==> src/rtl/ssx_pkg.sv <==
// Package: shared types and register map for the synchronous duplex
// serial transceiver. Assumes a two-bit word address.
package ssx_pkg;
    typedef enum logic [1:0] {
        PH_IDLE = 2'd0,
        PH_LOW  = 2'd1,
        PH_HIGH = 2'd2
    } ssx_phase_e;

    localparam logic [1:0] A_CTRL = 2'd0;
    localparam logic [1:0] A_STAT = 2'd1;
    localparam logic [1:0] A_DATA = 2'd2;
    localparam logic [1:0] A_DIV  = 2'd3;

    localparam int B_TX   = 0;  // control: transmit enable / status: tx empty
    localparam int B_RX   = 1;  // control: receive enable / status: rx full
    localparam int B_OVR  = 2;  // status: overrun
endpackage

==> src/rtl/ssx_baud.sv <==
// Half-period timer: while a frame runs, pulses tick every div+1 clocks.
// Assumes div is not rewritten while a frame is in progress.
module ssx_baud #(
    parameter int DIV_W = 8
) (
    input  logic             clk,
    input  logic             rst_n,
    input  logic             run,
    input  logic [DIV_W-1:0] div,
    output logic             tick
);
    logic [DIV_W-1:0] cnt;

    assign tick = run && (cnt == div);

    // Count system clocks inside the current half period.
    always_ff @(posedge clk) begin
        if (!rst_n || !run || tick)
            cnt <= '0;
        else
            cnt <= cnt + 1'b1;
    end
endmodule

==> src/rtl/ssx_engine.sv <==
// Frame engine: clock phases, transmit and receive shifters, frame start,
// chaining and end-of-frame delivery. Assumes flags come from ssx_regs and
// that the transmit holding byte is stable when load_tx fires.
module ssx_engine
    import ssx_pkg::*;
#(
    parameter int FW = 8
) (
    input  logic          clk,
    input  logic          rst_n,
    input  logic          te,
    input  logic          re,
    input  logic          txe,
    input  logic          rxf,
    input  logic          ovr,
    input  logic [FW-1:0] tdr,
    input  logic          tick,
    input  logic          sdi,
    output logic          run,
    output logic          sclk,
    output logic          sdo,
    output logic          load_tx,
    output logic          rx_done,
    output logic [FW-1:0] rx_byte
);
    localparam int BW = (FW > 1) ? $clog2(FW) : 1;
    localparam logic [BW-1:0] LAST_BIT = BW'(FW - 1);

    ssx_phase_e    phase;
    logic [BW-1:0] bitn;
    logic [FW-1:0] txs;
    logic [FW-1:0] rxs;

    logic any_en, go, last, chain, start;

    assign any_en  = te || re;
    assign go      = !ovr && ((te && !txe) || (re && !te));
    assign last    = (phase == PH_HIGH) && tick && (bitn == LAST_BIT) && any_en;
    assign chain   = go && !(re && rxf);
    assign start   = ((phase == PH_IDLE) && go) || (last && chain);
    assign load_tx = start && te;
    assign rx_done = last && re;
    assign rx_byte = rxs;
    assign run     = (phase != PH_IDLE);
    assign sclk    = (phase != PH_LOW);
    assign sdo     = (run && te) ? txs[0] : 1'b1;

    // Advance the frame: start or chain, abort on disable, step on each tick.
    always_ff @(posedge clk) begin
        if (!rst_n) begin
            phase <= PH_IDLE;
            bitn  <= '0;
            txs   <= '1;
            rxs   <= '0;
        end else if (start) begin
            phase <= PH_LOW;
            bitn  <= '0;
            txs   <= tdr;
        end else if (run && !any_en) begin
            phase <= PH_IDLE;
        end else if (tick) begin
            case (phase)
                PH_LOW: begin
                    rxs   <= {sdi, rxs[FW-1:1]};
                    phase <= PH_HIGH;
                end
                PH_HIGH: begin
                    if (bitn == LAST_BIT) begin
                        phase <= PH_IDLE;
                    end else begin
                        bitn  <= bitn + 1'b1;
                        txs   <= txs >> 1;
                        phase <= PH_LOW;
                    end
                end
                default: phase <= PH_IDLE;
            endcase
        end
    end

    // a clock phase holds until the timer ticks.
    a_r2_phase_holds: assert property (@(posedge clk) disable iff (!rst_n)
        (phase != PH_IDLE && !tick && any_en && !start) |=> (phase == $past(phase)));

    // the bit index never moves outside a tick.
    a_r2_bit_on_tick: assert property (@(posedge clk) disable iff (!rst_n)
        (!tick && !start) |=> $stable(bitn));
endmodule

==> src/rtl/ssx_regs.sv <==
// Register window: control with enable gating, divisor, transmit and receive
// holding registers, status flags with read-then-write clearing, DMA auto
// clear and interrupt lines. Assumes at most one bus strobe per cycle.
module ssx_regs
    import ssx_pkg::*;
#(
    parameter int FW    = 8,
    parameter int DIV_W = 8
) (
    input  logic             clk,
    input  logic             rst_n,
    input  logic             wr,
    input  logic             rd,
    input  logic             dma,
    input  logic [1:0]       addr,
    input  logic [FW-1:0]    wdata,
    output logic [FW-1:0]    rdata,
    input  logic             load_tx,
    input  logic             rx_done,
    input  logic [FW-1:0]    rx_byte,
    output logic             te,
    output logic             re,
    output logic             txe,
    output logic             rxf,
    output logic             ovr,
    output logic [FW-1:0]    tdr,
    output logic [DIV_W-1:0] div,
    output logic             irq_txe,
    output logic             irq_rxf
);
    logic [FW-1:0] rdr;
    logic arm_txe, arm_rxf, arm_ovr;
    logic ctrl_wr, stat_wr, stat_rd, data_wr, data_rd, div_wr;

    assign ctrl_wr = wr && (addr == A_CTRL);
    assign stat_wr = wr && (addr == A_STAT);
    assign stat_rd = rd && (addr == A_STAT) && !dma;
    assign data_wr = wr && (addr == A_DATA);
    assign data_rd = rd && (addr == A_DATA);
    assign div_wr  = wr && (addr == A_DIV);

    assign irq_txe = txe && te;
    assign irq_rxf = rxf && re;

    // Enables: set freely only from the all-off state, otherwise only clear.
    always_ff @(posedge clk) begin
        if (!rst_n) begin
            te <= 1'b0;
            re <= 1'b0;
        end else if (ctrl_wr) begin
            if (!te && !re) begin
                te <= wdata[B_TX];
                re <= wdata[B_RX];
            end else begin
                te <= te && wdata[B_TX];
                re <= re && wdata[B_RX];
            end
        end
    end

    // Divisor and transmit holding register.
    always_ff @(posedge clk) begin
        if (!rst_n) begin
            div <= '0;
            tdr <= '0;
        end else begin
            if (div_wr)  div <= wdata[DIV_W-1:0];
            if (data_wr) tdr <= wdata;
        end
    end

    // Flags, arm bits and receive holding register; engine events win.
    always_ff @(posedge clk) begin
        if (!rst_n) begin
            txe     <= 1'b1;
            rxf     <= 1'b0;
            ovr     <= 1'b0;
            arm_txe <= 1'b0;
            arm_rxf <= 1'b0;
            arm_ovr <= 1'b0;
            rdr     <= '0;
        end else begin
            if (stat_rd) begin
                arm_txe <= arm_txe || txe;
                arm_rxf <= arm_rxf || rxf;
                arm_ovr <= arm_ovr || ovr;
            end
            if (stat_wr) begin
                if (arm_txe && !wdata[B_TX])  txe <= 1'b0;
                if (arm_rxf && !wdata[B_RX])  rxf <= 1'b0;
                if (arm_ovr && !wdata[B_OVR]) ovr <= 1'b0;
                arm_txe <= 1'b0;
                arm_rxf <= 1'b0;
                arm_ovr <= 1'b0;
            end
            if (data_wr && dma && irq_txe) txe <= 1'b0;
            if (data_rd && dma && irq_rxf) rxf <= 1'b0;
            if (load_tx) txe <= 1'b1;
            if (rx_done) begin
                if (rxf) begin
                    ovr <= 1'b1;
                end else begin
                    rdr <= rx_byte;
                    rxf <= 1'b1;
                end
            end
        end
    end

    // Read multiplexer.
    always_comb begin
        rdata = '0;
        case (addr)
            A_CTRL: begin
                rdata[B_TX] = te;
                rdata[B_RX] = re;
            end
            A_STAT: begin
                rdata[B_TX]  = txe;
                rdata[B_RX]  = rxf;
                rdata[B_OVR] = ovr;
            end
            A_DATA:  rdata = rdr;
            default: rdata[DIV_W-1:0] = div;
        endcase
    end

    // a delivered frame lands in the holding register and sets the flag.
    a_r3_deliver: assert property (@(posedge clk) disable iff (!rst_n)
        (rx_done && !rxf) |=> (rxf && rdr == $past(rx_byte)));

    // a frame ending on a full buffer is dropped and flags overrun.
    a_r8_keep_old: assert property (@(posedge clk) disable iff (!rst_n)
        (rx_done && rxf) |=> (ovr && rdr == $past(rdr)));

    // writing 1 over a set transmit-empty flag leaves it set.
    a_r6_write_one: assert property (@(posedge clk) disable iff (!rst_n)
        (stat_wr && wdata[B_TX] && txe) |=> txe);

    // with one enable on, no control write turns both on.
    a_r10_no_late_enable: assert property (@(posedge clk) disable iff (!rst_n)
        (ctrl_wr && (te != re)) |=> !(te && re));
endmodule

==> src/rtl/sync_duplex_serial.sv <==
// Top: clocked serial transceiver with double buffering in both directions,
// generated serial clock (idle high) and flag/interrupt handshake.
// Assumes a single bus master strobe per cycle.
module sync_duplex_serial
    import ssx_pkg::*;
#(
    parameter int FRAME_W = 8,
    parameter int DIV_W   = 8
) (
    input  logic               clk,
    input  logic               rst_n,
    input  logic               bus_wr,
    input  logic               bus_rd,
    input  logic               bus_dma,
    input  logic [1:0]         bus_addr,
    input  logic [FRAME_W-1:0] bus_wdata,
    output logic [FRAME_W-1:0] bus_rdata,
    output logic               irq_tx_empty,
    output logic               irq_rx_full,
    output logic               sclk_o,
    output logic               sdo_o,
    input  logic               sdi_i
);
    logic               te, re, txe, rxf, ovr;
    logic [FRAME_W-1:0] tdr, rx_byte;
    logic [DIV_W-1:0]   div;
    logic               run, tick, load_tx, rx_done;

    ssx_regs #(.FW(FRAME_W), .DIV_W(DIV_W)) u_regs (
        .clk(clk), .rst_n(rst_n),
        .wr(bus_wr), .rd(bus_rd), .dma(bus_dma), .addr(bus_addr),
        .wdata(bus_wdata), .rdata(bus_rdata),
        .load_tx(load_tx), .rx_done(rx_done), .rx_byte(rx_byte),
        .te(te), .re(re), .txe(txe), .rxf(rxf), .ovr(ovr),
        .tdr(tdr), .div(div),
        .irq_txe(irq_tx_empty), .irq_rxf(irq_rx_full)
    );

    ssx_baud #(.DIV_W(DIV_W)) u_baud (
        .clk(clk), .rst_n(rst_n), .run(run), .div(div), .tick(tick)
    );

    ssx_engine #(.FW(FRAME_W)) u_engine (
        .clk(clk), .rst_n(rst_n),
        .te(te), .re(re), .txe(txe), .rxf(rxf), .ovr(ovr),
        .tdr(tdr), .tick(tick), .sdi(sdi_i),
        .run(run), .sclk(sclk_o), .sdo(sdo_o),
        .load_tx(load_tx), .rx_done(rx_done), .rx_byte(rx_byte)
    );

    // nothing is loaded for transmission while overrun stands.
    a_r9_halt: assert property (@(posedge clk) disable iff (!rst_n)
        ovr |-> !load_tx);

    // moving the holding byte into the shifter sets transmit-empty.
    a_r4_load_sets_empty: assert property (@(posedge clk) disable iff (!rst_n)
        load_tx |=> txe);
endmodule

==> config.mk <==
export PLATFORM = sky130hd
export DESIGN_NAME = sync_duplex_serial
export DESIGN_NICKNAME = d
export VERILOG_FILES = /design/src/rtl/ssx_pkg.sv /design/src/rtl/ssx_baud.sv /design/src/rtl/ssx_engine.sv /design/src/rtl/ssx_regs.sv /design/src/rtl/sync_duplex_serial.sv
export SDC_FILE = /design/constraint.sdc
export NUM_CORES = 1
export LEC_CHECK = 0
export ABC_CLOCK_PERIOD_IN_PS = 3600
export BUFFER_PORTS_ARGS = -buffer_cell sky130_fd_sc_hd__buf_2
export CORE_ASPECT_RATIO = 0.9
export CORE_MARGIN = 3
export CORE_UTILIZATION = 55
export CTS_BUF_LIST = sky130_fd_sc_hd__clkbuf_16
export CTS_CLUSTER_DIAMETER = 40
export DETAILED_ROUTE_END_ITERATION = 6
export PLACE_DENSITY = 0.85
export SLEW_MARGIN = 0
export SYNTH_ARGS = -nofsm -noshare
export SYNTH_HDL_FRONTEND = slang
export SYNTH_SLANG_ARGS = --single-unit
==> constraint.sdc <==
create_clock -name clk -period 3.6 [get_ports clk]
set_input_delay 0.18 -clock clk [delete_from_list [all_inputs] [get_ports clk]]
set_output_delay 0.18 -clock clk [all_outputs]
set_load 0.02 [all_outputs]
-- Word-level counts from Yosys, hierarchy flattened
Index checks and enable logic that the tools add are counted.
- bits in registers: 61
- input bits: 16
- output and inout port bits: 12
- logic and storage cells: 133
- $add $sub $neg: 2
- equal/unequal tests: 10
- multiplexer cells: 28
- bitwise logic cells: 5
- reduce and logical (&&, ||, !) cells: 71
- operators by type and width (operator ; number):
    two-way mux 8 bit ; 5
    logical AND 1 bit ; 33
    two-way mux 1 bit ; 19
    logical NOT 1 bit ; 12
    AND reduction 4 bit ; 3
    one-hot mux 5 bit (2 select lines) ; 1
    nonzero test 2 bit ; 5
    adder 8 x 1 -> 8 bit, second input constant ; 1
    equality test 8 bit ; 1
    logical OR 1 bit ; 8
    OR reduction 2 bit ; 4
    equality test 2 bit, second input constant ; 3
    != test 2 x 1 -> 1 bit, second input constant ; 3
    one-hot mux 2 bit (3 select lines) ; 1
    inverter 1 bit ; 5
    equality test 2 x 1 -> 1 bit, second input constant ; 2
    logical NOT 2 bit ; 2
    one-hot mux 2 bit (2 select lines) ; 1
    AND reduction 2 bit ; 2
    adder 3 x 1 -> 3 bit, second input constant ; 1
    equality test 3 bit, second input constant ; 1
    one-hot mux 1 bit (3 select lines) ; 1
    nonzero test 3 bit ; 1
    OR reduction 3 bit ; 1

-- Logic depth before layout (Yosys ltp)
- depth after elaboration: 9
- gate-level depth with buffers: 8
- mapped depth without buffers: 7

-- Cells and area by module
From an unflattened synthesis, not the netlist that was laid out.
- cell total of the unflattened synthesis: 286
- area total of the unflattened synthesis: 2862.7 sq um
- by module, submodules not included (module ; times used ; cells an instance ; area each (sq um) ; sequential area each (sq um)):
    ssx_regs ; 1 ; 148 ; 1447.6 ; 640.6
    ssx_engine ; 1 ; 91 ; 947.2 ; 420.4
    ssx_baud ; 1 ; 47 ; 467.9 ; 160.2

-- Worst setup path before layout
Ideal clock, no wire load.
- path kind: flip-flop to flip-flop
- from: register u_engine.phase[0]
- to: register u_engine.txs[1]
- setup time: 149 ps
- arrival: 1878 ps
- required time: 3451 ps
- path slack: 1573 ps
- stages on the path, launching flop included: 9
- path buffers: 1
- clock period less this slack: 2027 ps
- path through: dfxtp_1 inv_1 ha_1 inv_1 nand2_1 or4_1 clkbuf_1 o21ai_0 a32oi_1
- word-level cells in the longest chain between the ends: 9
- elaborated cells between the ends (all ways): 17
- those cells by class: eq/ne (3); mux (1); reduce/logical (13)
- ends and longest elaborated chain (item ; line ; source):
    start: declaration ; ssx_engine.sv:29 ; ssx_phase_e phase;
    start signal: assignment ; ssx_engine.sv:51 ; phase <= PH_IDLE;
    start signal: assignment ; ssx_engine.sv:56 ; phase <= PH_LOW;
    start signal: assignment ; ssx_engine.sv:60 ; phase <= PH_IDLE;
    nonzero test 2 bit ; ssx_engine.sv:44 ; assign run = (phase != PH_IDLE);
    logical AND 1 bit ; ssx_baud.sv:14 ; assign tick = run && (cnt == div);
    logical AND 1 bit (3 in series) ; ssx_engine.sv:38 ; assign last = (phase == PH_HIGH) && tick && (bitn == LAST_BIT) && any_en;
    logical AND 1 bit ; ssx_engine.sv:40 ; assign start = ((phase == PH_IDLE) && go) || (last && chain);
    logical OR 1 bit ; ssx_engine.sv:40 ;
    != test 2 x 1 -> 1 bit (no source line) or nonzero test 2 bit (tied branches) ; -- ;
    AND reduction 4 bit (no source line) ; -- ;
    end signal: assignment ; ssx_engine.sv:58 ; txs <= tdr;
    end signal: assignment ; ssx_engine.sv:72 ; txs <= txs >> 1;
    end: declaration ; ssx_engine.sv:31 ; logic [FW-1:0] txs;
Several ways; a longest one is shown, not always the timed one.
A chain may end at the register's enable or synchronous reset.

-- Worst setup path after layout
- from: register u_engine.phase[0]
- to: register u_engine.txs[7]
Same word-level chain as after synthesis.

==> impl_metrics.yaml <==
outcome:
  status: "finished clean"
worst_setup_path:
  path_max_fanout: 11
  cp_slowest_stage_delay_ns: 0.54
  r2r-end: "u_engine.txs[7]"
  required_ns: 3.77
  r2r-start: "u_engine.phase[0]"
  cp-start-kind: "flop"
  cp.arrival_ns: 2.60
  cpMaxStageDelayCell: "or4_4"
  critPathTopFamily: "simple AND/OR/NAND/NOR gates"
  crit_chain: "inv_1 -> ha_1 -> inv_1 -> nand2_1 -> or4_4 -> a21oi_2 -> o211ai_1"
  worstSetupPathType: "flop to flop"
  cp_common_cell: "inv_1"
  ff2ff_path_depth: 7
  critPathCaptureType: "flop"
  critPathBufInv: 2
  rrSetupSlack_ns: 1.18
sta:
  min_period_ns: 2.42
  setup_slack_ns: 1.18
  maxSlewHeadroom_pct: 43.7
  setup-tns-final_ns: 0
  skew_ns: 0.00618
  worst_pin_slew_ns: 0.838
  fin_crit_sh_pct: 67.3
  setup_viol: 0
  hold_violations: 0
  drv_slew: 0
  rsz0062_at_grt: "no"
  fmax_ghz: 0.413
clock_network:
  cts_buffer_depth: 2
  cts_tree: "built"
  cts_buffers: 9
  cts.sinks: 61
  h-tree-depth: 3
  cts-resized-gates: 0
  cts_hold_buf: 0
  post_cts_buffers: 0
  ctsRootBufferMaster: "clkbuf_16"
  clk_pin_slew_worst_paths_ns: 0.05
  clock_latency_ns: 0.32
global_route:
  antenna_found_initial: 0
  grt_pass1_vias: 2412
  grt_pass1_wl_mm: 12.0
  grt_max_degree: 34
  grt_usage_pct: 24.7
  grt_overflow_total: 0
placed_design:
  place_congestion: 0.987
  dpl_worst_slack_ns: 1.22
  dpl_cell_area_um2: 3090
  dp_hpwl_mm: 4.71
  port_buffers: 27
synthesis:
  ys_async_sr_fraction_pct: 0
  yosysSeqAreaShare_pct: 41.6
  synth-seq-cells: 61
  synthDistinctLibCells: 53
  synth-edff-count: 0
  synthTopCellsByCount: "61 x dfxtp_1, 40 x nor2_1, 29 x mux2i_1, 26 x nand2_1, 24 x nand3_1"
  synth.top_cell.area_share_pct: 41.6
  yosys_warnings: 0
  synth_area_per_cell_um2: 9.08
  synthAdderAreaFrac_pct: 2.99
  synth.most_common_cell: "dfxtp_1"
  synth-simple-area-share_pct: 21.5
  synth_nets: 346
  synth.mux.area_fraction_pct: 11.8
  synthCells: 323
  synthXorXnorAreaFrac_pct: 5.20
  synth_top_family_by_area: "simple AND/OR/NAND/NOR gates"
  synth_top_cell_by_area: "dfxtp_1"
  syn_area_um2: 2930
  netlist_top_cells_area: "dfxtp_1 42%, mux2i_1 9.9%, nor2_1 5.1%, nand3_1 4.1%, o21ai_0 3.4%"
  synth_compound_area_share_pct: 13.5
  ys.flop_type: "dfxtp_1"
routing:
  antenna_left: 0
  drc: 0
  viasPerCell: 6.08
  wl_per_cell_um: 17.4
  drt_iter0_drc: 255
  drt_wl_total_mm: 7.22
  vias: 2519
  drtPass1Iterations: 5
worst_hold_path:
  min_from: "sdi_i"
  whs_endpoint: "u_engine.rx_byte[7]"
  hp-class: "primary input to flop"
  hold_depth: 3
flow_run:
  cap_violations: 0
cells_and_area:
  fillCellCount: 395
  nets: 369
  finalInstanceArea_um2: 3340
  antennaDiodeCount: 0
  drive_gt1_share_pct: 16.9
  syn_to_final_growth_pct: 13.9
pwr:
  peakVddDrop_mv: 0.308
  p_per_area_nw_per_um2: 476
  p_leak_nw: 1.33
floorplan:
  die_area_um2: 6250
  die_x_um: 83.0
  io-pin-count: 28
  initial_core_util_pct: 58.8
  core_area_um2: 4980
  die_height_um: 75.3
  rows: 24
logic make-up (layout without fill, tap and decap cells):
family          Yosys count  count (layout)
fa+ha+maj                 7               7
mux                      32              32
flops                    61              61
compound gates           60              60
xor+xnor                 14              14
simple gates            125             125
buf+inv                  24              50
per-layer routing:
| layer | routed length [um] | GRT usage (%) | share of wire (%) |
|---|---|---|---|
| met1 | 3180 | 29.9 | 44 |
| met2 | 3500 | 43.1 | 48 |
| met3 | 432 | 7.44 | 6.0 |
| met4 | 107 | 7.26 | 1.5 |
| met5 | 0 | 0 | 0 |
cell type report:
type	instances	area [um2]	area share, %
Clock buffer	9	225	6.74
Clock inverter	5	21.3	0.637
Inverter	7	26.3	0.787
Multi-Input combinational cell	238	1610	48.3
Sequential cell	61	1220	36.6
Tap cell	65	81.3	2.44
Timing Repair Buffer	29	150	4.50
worst max-delay path by stage:
stage	from	to	slack, ns	cells after the start
detailed placement	u_engine.phase[0]	u_engine.bitn[0]	1.22	7
finish	u_engine.phase[0]	u_engine.txs[7]	1.18	7
floorplan	u_engine.phase[0]	u_engine.txs[1]	1.57	8
global placement	u_engine.phase[0]	u_engine.bitn[0]	1.37	7
CTS	u_engine.phase[0]	u_engine.bitn[0]	1.20	7
global route	u_engine.phase[0]	u_engine.bitn[0]	1.02	7
flip-flops by register name (all words and copies together) (netlist names), 2 cells and up:
| name | flops |
|---|---|
| u_engine.txs | 8 |
| u_regs.tdr | 8 |
| u_engine.phase | 2 |
| u_regs.div | 8 |
| u_regs.rdr | 8 |
| u_baud.cnt | 8 |
| u_engine.rx_byte | 8 |
| u_engine.bitn | 3 |
cells in the final DEF (no fill, tap or decap), types with 4 or more instances in the layout:
master     Yosys  layout
dfxtp_1       61      61
nor2_1        40      40
mux2i_1       29      29
buf_2          3      27
nand2_1       26      26
nand3_1       24      24
o21ai_0       20      20
a21oi_1       13      13
clkbuf_16      0       9
nor2b_1        7       7
inv_1          6       7
a32oi_1        7       7
ha_1           7       7
xnor2_1        6       6
xnor2_2        4       4
or3_1          4       4
xor2_1         4       4
nor3_1         4       4
metrics by stage:
step	total power [mW]	util (%)	hold WS, ns	cells
2_1_floorplan	0.832	-	0.324	323
3_3_place_gp	0.869	62.0	0.433	400
3_5_place_dp	0.874	62.0	0.439	400
4_1_cts	1.59	67.0	0.114	414
5_1_grt	1.64	67.0	0.120	414
6_report	1.59	67.0	0.114	414
power by group:
group / switching (mW) / leakage (nW) / internal, mW / total, mW
logic: 0.102 / 0.709 / 0.0534 / 0.156
registers: 0.0161 / 0.494 / 0.696 / 0.712
clock network: 0.274 / 0.127 / 0.446 / 0.720
total: 0.393 / 1.33 / 1.20 / 1.59
worst min-delay path, delay by kind of cell:
kind                   cells  cell delay (ns)
buffers and inverters      1             0.10
and+or+nand+nor            1             0.05
AOI/OAI and AO/OA          1             0.05
Power figures use the tool's default switching activity.
